`src/rtl/ferr_pkg.sv`:
```
`timescale 1ns/1ps
package ferr_pkg;

    localparam int CNT_W  = 16;
    localparam int BYTE_W = 8;
    localparam int NBYTES = CNT_W / BYTE_W;
    localparam int ADDR_W = (NBYTES > 1) ? $clog2(NBYTES) : 1;

    typedef logic [CNT_W-1:0] count_t;

    localparam count_t CNT_MAX = {CNT_W{1'b1}};

    typedef enum logic {
        UPD_LIVE   = 1'b0,
        UPD_SECOND = 1'b1
    } upd_mode_e;

    typedef struct packed {
        logic hit;
        logic dbl;
    } err_evt_t;

    function automatic logic [1:0] ev_weight(err_evt_t e);
        if (!e.hit)
            return 2'd0;
        return e.dbl ? 2'd2 : 2'd1;
    endfunction

    function automatic count_t sat_add(count_t a, logic [1:0] w);
        logic [CNT_W:0] s;
        s = {1'b0, a} + {{(CNT_W-1){1'b0}}, w};
        return s[CNT_W] ? CNT_MAX : s[CNT_W-1:0];
    endfunction

endpackage

```
`src/rtl/ferr_event_qual.sv`:
```
`timescale 1ns/1ps
module ferr_event_qual
    import ferr_pkg::*;
(
    input  logic     err_pulse,
    input  logic     in_sync,
    input  logic     sim_active,
    output err_evt_t evt
);

    // An error only counts while frame-synchronous; simulation doubles it.
    always_comb begin
        evt.hit = err_pulse & in_sync;
        evt.dbl = sim_active;
    end

endmodule

```
`src/rtl/ferr_freeze_ctl.sv`:
```
`timescale 1ns/1ps
module ferr_freeze_ctl (
    input  logic clk,
    input  logic rst,
    input  logic set_req,
    input  logic hi_read,
    output logic frz,
    output logic frz_rise
);

    logic frz_prev;

    always_ff @(posedge clk) begin
        if (rst) begin
            frz      <= 1'b0;
            frz_prev <= 1'b0;
        end else begin
            frz_prev <= frz;
            if (hi_read)
                frz <= 1'b0;
            else if (set_req)
                frz <= 1'b1;
        end
    end

    // Edge against the registered copy: a held bit fires only once.
    assign frz_rise = frz & ~frz_prev;

endmodule

```
`src/rtl/ferr_count_core.sv`:
```
`timescale 1ns/1ps
module ferr_count_core
    import ferr_pkg::*;
(
    input  logic      clk,
    input  logic      rst,
    input  err_evt_t  evt,
    input  upd_mode_e mode,
    input  logic      frz,
    input  logic      frz_rise,
    input  logic      sec_tick,
    output count_t    live_q,
    output count_t    hold_q,
    output logic      clr_evt
);

    count_t     live_d;
    count_t     hold_d;
    logic [1:0] w;

    always_comb begin
        w       = ev_weight(evt);
        clr_evt = (mode == UPD_SECOND) ? sec_tick : frz_rise;
        // A clear wins; a coincident error becomes the first new count.
        live_d  = clr_evt ? {{(CNT_W-2){1'b0}}, w} : sat_add(live_q, w);

        hold_d = hold_q;
        if (mode == UPD_LIVE) begin
            if (!frz)
                hold_d = live_d;
        end else if (sec_tick) begin
            hold_d = live_q;
        end
    end

    always_ff @(posedge clk) begin
        if (rst) begin
            live_q <= '0;
            hold_q <= '0;
        end else begin
            live_q <= live_d;
            hold_q <= hold_d;
        end
    end

endmodule

```
`src/rtl/ferr_tally.sv`:
```
`timescale 1ns/1ps
module ferr_tally
    import ferr_pkg::*;
(
    input  logic              clk,
    input  logic              rst,
    input  logic              err_pulse,
    input  logic              in_sync,
    input  logic              sim_active,
    input  logic              sec_tick,
    input  logic              latch_mode,
    input  logic              frz_set,
    input  logic              rd_en,
    input  logic [ADDR_W-1:0] rd_addr,
    output logic [BYTE_W-1:0] rd_data,
    output logic              frz_state
);

    localparam logic [ADDR_W-1:0] HI_ADDR = ADDR_W'(NBYTES - 1);

    err_evt_t    evt;
    upd_mode_e   mode;
    logic        hi_read;
    logic        frz;
    logic        frz_rise;
    logic        clr_evt;
    count_t      live_q;
    count_t      hold_q;
    logic [BYTE_W-1:0] byte_lane [NBYTES];

    assign mode    = upd_mode_e'(latch_mode);
    assign hi_read = rd_en && (rd_addr == HI_ADDR);

    ferr_event_qual u_qual (
        .err_pulse  (err_pulse),
        .in_sync    (in_sync),
        .sim_active (sim_active),
        .evt        (evt)
    );

    ferr_freeze_ctl u_frz (
        .clk      (clk),
        .rst      (rst),
        .set_req  (frz_set),
        .hi_read  (hi_read),
        .frz      (frz),
        .frz_rise (frz_rise)
    );

    ferr_count_core u_core (
        .clk      (clk),
        .rst      (rst),
        .evt      (evt),
        .mode     (mode),
        .frz      (frz),
        .frz_rise (frz_rise),
        .sec_tick (sec_tick),
        .live_q   (live_q),
        .hold_q   (hold_q),
        .clr_evt  (clr_evt)
    );

    for (genvar g = 0; g < NBYTES; g++) begin : g_lane
        assign byte_lane[g] = hold_q[g*BYTE_W +: BYTE_W];
    end

    assign rd_data   = byte_lane[rd_addr];
    assign frz_state = frz;

endmodule

```
`config.mk`:
```
export PLATFORM = sky130hd
export DESIGN_NAME = ferr_tally
export DESIGN_NICKNAME = d
export VERILOG_FILES = /design/src/rtl/ferr_pkg.sv /design/src/rtl/ferr_event_qual.sv /design/src/rtl/ferr_freeze_ctl.sv /design/src/rtl/ferr_count_core.sv /design/src/rtl/ferr_tally.sv
export SDC_FILE = /design/constraint.sdc
export NUM_CORES = 1
export LEC_CHECK = 0
export ABC_CLOCK_PERIOD_IN_PS = 2750
export BUFFER_PORTS_ARGS = -buffer_cell sky130_fd_sc_hd__buf_2
export CORE_MARGIN = 3
export CORE_UTILIZATION = 57
export DETAILED_ROUTE_END_ITERATION = 7
export GPL_TIMING_DRIVEN = 1
export PLACE_DENSITY = 0.78
export SLEW_MARGIN = 20
export SYNTH_ARGS = -nofsm -noshare
export SYNTH_HDL_FRONTEND = slang
export SYNTH_SLANG_ARGS = --single-unit
```
`constraint.sdc`:
```
create_clock -name clk -period 2.75 [get_ports clk]
set_input_delay 0.4125 -clock clk [delete_from_list [all_inputs] [get_ports clk]]
set_output_delay 0.4125 -clock clk [all_outputs]
set_load 0.01 [all_outputs]
```
==> results.md <==
* Outcome: complete, no violations
* GP Congestion at 0.9061
* TNS Setup at 0 ps
* Placed cell areas at 1866 µm²
* Post-synth top area share at 38.69%
* R2R depth at 7
* Nets at 226
* Die Y at 61.56 µm
* Yosys Warn Count at 0
* Initial antenna violation count at 0
* CTS root buffer: clkbuf_4
* Area growth syn-to-layout at 8.606%
* DR DRC count at 0
* Port buffer count at 18
* Ys async rst share at 0%
* Post-CTS Setup Bufs at 0
* Vias in the first global route at 1480
* Final wirelength at 4622 µm
* Setup WS pre-CTS at 18.47 ps
* Worst slew pin tran at 755.5 ps
* DP Wirelength at 3289 µm
* DR vias/cell at 6.570
* Main synth FF type: dfxtp_1
* Initial Util at 61.67%
* CTS Hold Bufs at 0
* Minimum clock period after layout at 2414 ps
* Max Cap Viol at 0
* Syn nets at 208
* Share of cells above drive strength 1 at 21.13%
* Peak Freq at 414.3 MHz
* Final cell count without fillers at 244
* Commonest non-fill, non-tap cell in the layout: dfxtp_1
* Core box area at 2853 µm²
* Placed cell count at 237
* Slew headroom at 49.29%
* Total power at 887.4 µW
* Hold Path Class: in2reg
* Number of distinct library cells after synthesis at 52
* Mapped cell area at 1759 µm²
* Inserted Clock Buffers at 5
* Clk sinks at 34
* Pwr Density at 464.5 nW/µm²
* Critical Path Sink Type: register
* CP Class: in2reg
* Post-synth EDFFs at 0
* # setup viols final at 0
* P_leak at 0.7428 nW
* Tot GR Track Use at 25.69%
* Critical path endpoint: u_core.hold_q[3]
* Worst skew pair latency at 340 ps
* Cells after synthesis at 195
* Synthesized flop and latch total at 34
* Drt pass-1 iters at 4
* TritonCTS clock tree: yes
* Max-slew violations at 0
* Post-Syn Area per Cell at 9.021 µm²
* Fillers at 250
* Post-detailed-route count of antenna-violating nets at 0
* DR WL/cell at 18.94 µm
* Crit Reg-Reg Startpoint: u_core.live_q[0]
* Resized Gates After CTS at 0
* Final worst setup slack at 336.3 ps
* Largest net degree at the start of global routing at 23
* RSZ-0062 raised after global routing: no
* Worst endpoint data arrival time at 2680 ps
* Die Area at 3789 µm²
* Overflow after GRT at 0
* Part of the Yosys area used for sequential elements at 38.69%
* Number of I/O pins at 19
* Crit. Startpoint: err_pulse
* Drt first-iter violations at 98
* Layout Skew at 4.948 ps
* Worst setup SP type: input pin
* # rows at 19
* Final Cell Area at 1911 µm²
* DR vias at 1603
* CTS clk-pin slew, worst paths at 90 ps
* Leading area contributor after synthesis: dfxtp_1
* WP data required at 3010 ps
* Die width at 61.56 µm
* VDD IR max at 0.3304 mV
* Critical-path maximum fanout at 8
* Reg-to-reg endpoint: u_core.hold_q[3]
* Synth area leaders: dfxtp_1, mux2_2, nor2_1
* Final Cycle Share at 87.77%
* Final hold vios at 0
* Clk buf depth at 2
* First-pass GRT wire length at 6989 µm
* H-Tree Depth at 2
* Worst hold path depth at 2
* Commonest non-fill, non-tap cells in the layout: dfxtp_1, nor2_1, buf_2, nand2_1, o22ai_1
* Flop2flop setup slack at 380 ps
* Antenna cells at 0
[worst min-delay path by stage]
stage / startpoint / end
after floorplan: u_core.hold_q[2] / u_core.hold_q[2]
after global placement: u_core.hold_q[2] / u_core.hold_q[2]
after detailed placement: u_core.hold_q[2] / u_core.hold_q[2]
after CTS: rd_en / u_frz.frz
after global routing: rd_en / u_frz.frz
final: rd_en / u_frz.frz
[sequential cells by signal, summed over array words and instances (netlist names)]
signal	count
u_frz.frz	1
u_core.hold_q	16
u_frz.frz_prev	1
u_core.live_q	16
[worst max-delay path, stage by stage]
cell and delay, ps:
buf_2 90, nand2_1 60, nor2_1 150, ha_1 230, inv_1 70, fa_1 430
nand4b_2 340, nor4_4 510, o21ai_1 150, a211oi_2 230
[where the power goes]
group          leakage, nW  switching (mW)  internal (mW)
logic                0.441          0.0683         0.0447
registers            0.276          0.0153          0.508
clock network       0.0254           0.155         0.0962
[synth_stat cells (3+ instances only)]
cell type / number
o22ai_1: 10
clkbuf_1: 6
buf_2: 3
nor2_1: 26
o21ai_0: 7
nor2b_1: 3
nor3_1: 4
mux2i_1: 3
nand4_1: 5
a22oi_1: 5
dfxtp_1: 34
a221oi_1: 3
mux2_2: 9
a211oi_1: 8
a21oi_1: 8
nand2_1: 12
inv_1: 5
[stage by stage]
step / util (%) / hold WS, ps
CTS: 66.97 / 252.0
global placement: 65.39 / 448.4
detailed placement: 65.39 / 459.0
floorplan: - / 433.8
global route: 66.97 / 245.3
finish: 66.97 / 249.2
[logic make-up after synthesis]
kind of cell,count (synthesis),share of synthesized area (%)
flops,34,38.69
mux,12,7.468
buf+inv,14,3.200
fa+ha+maj,3,2.560
simple gates,68,22.26
compound gates,61,24.33
xor+xnor,3,1.494
[cell type report]
class / count / area, µm² / share of cell area, %
clock buffers: 7 / 45.04 / 2.358
inverters: 5 / 18.77 / 0.9823
multi-input cells: 147 / 1022 / 53.50
flip-flops and latches: 34 / 680.7 / 35.63
well taps: 31 / 38.79 / 2.030
repair buffers: 20 / 105.1 / 5.501
[metal layers]
layer | vias up | global-route usage, % | routed length, µm | share of wire [%]
met5 | - | 0 | 0 | 0
met4 | 0 | 8.788 | 76 | 1.6
met3 | 8 | 6.499 | 381 | 8.2
met2 | 67 | 42.75 | 2163 | 47
met1 | 751 | 32.19 | 2001 | 43
li1 | 777 | - | - | -
No activity file was read; power rests on OpenSTA's default activity.
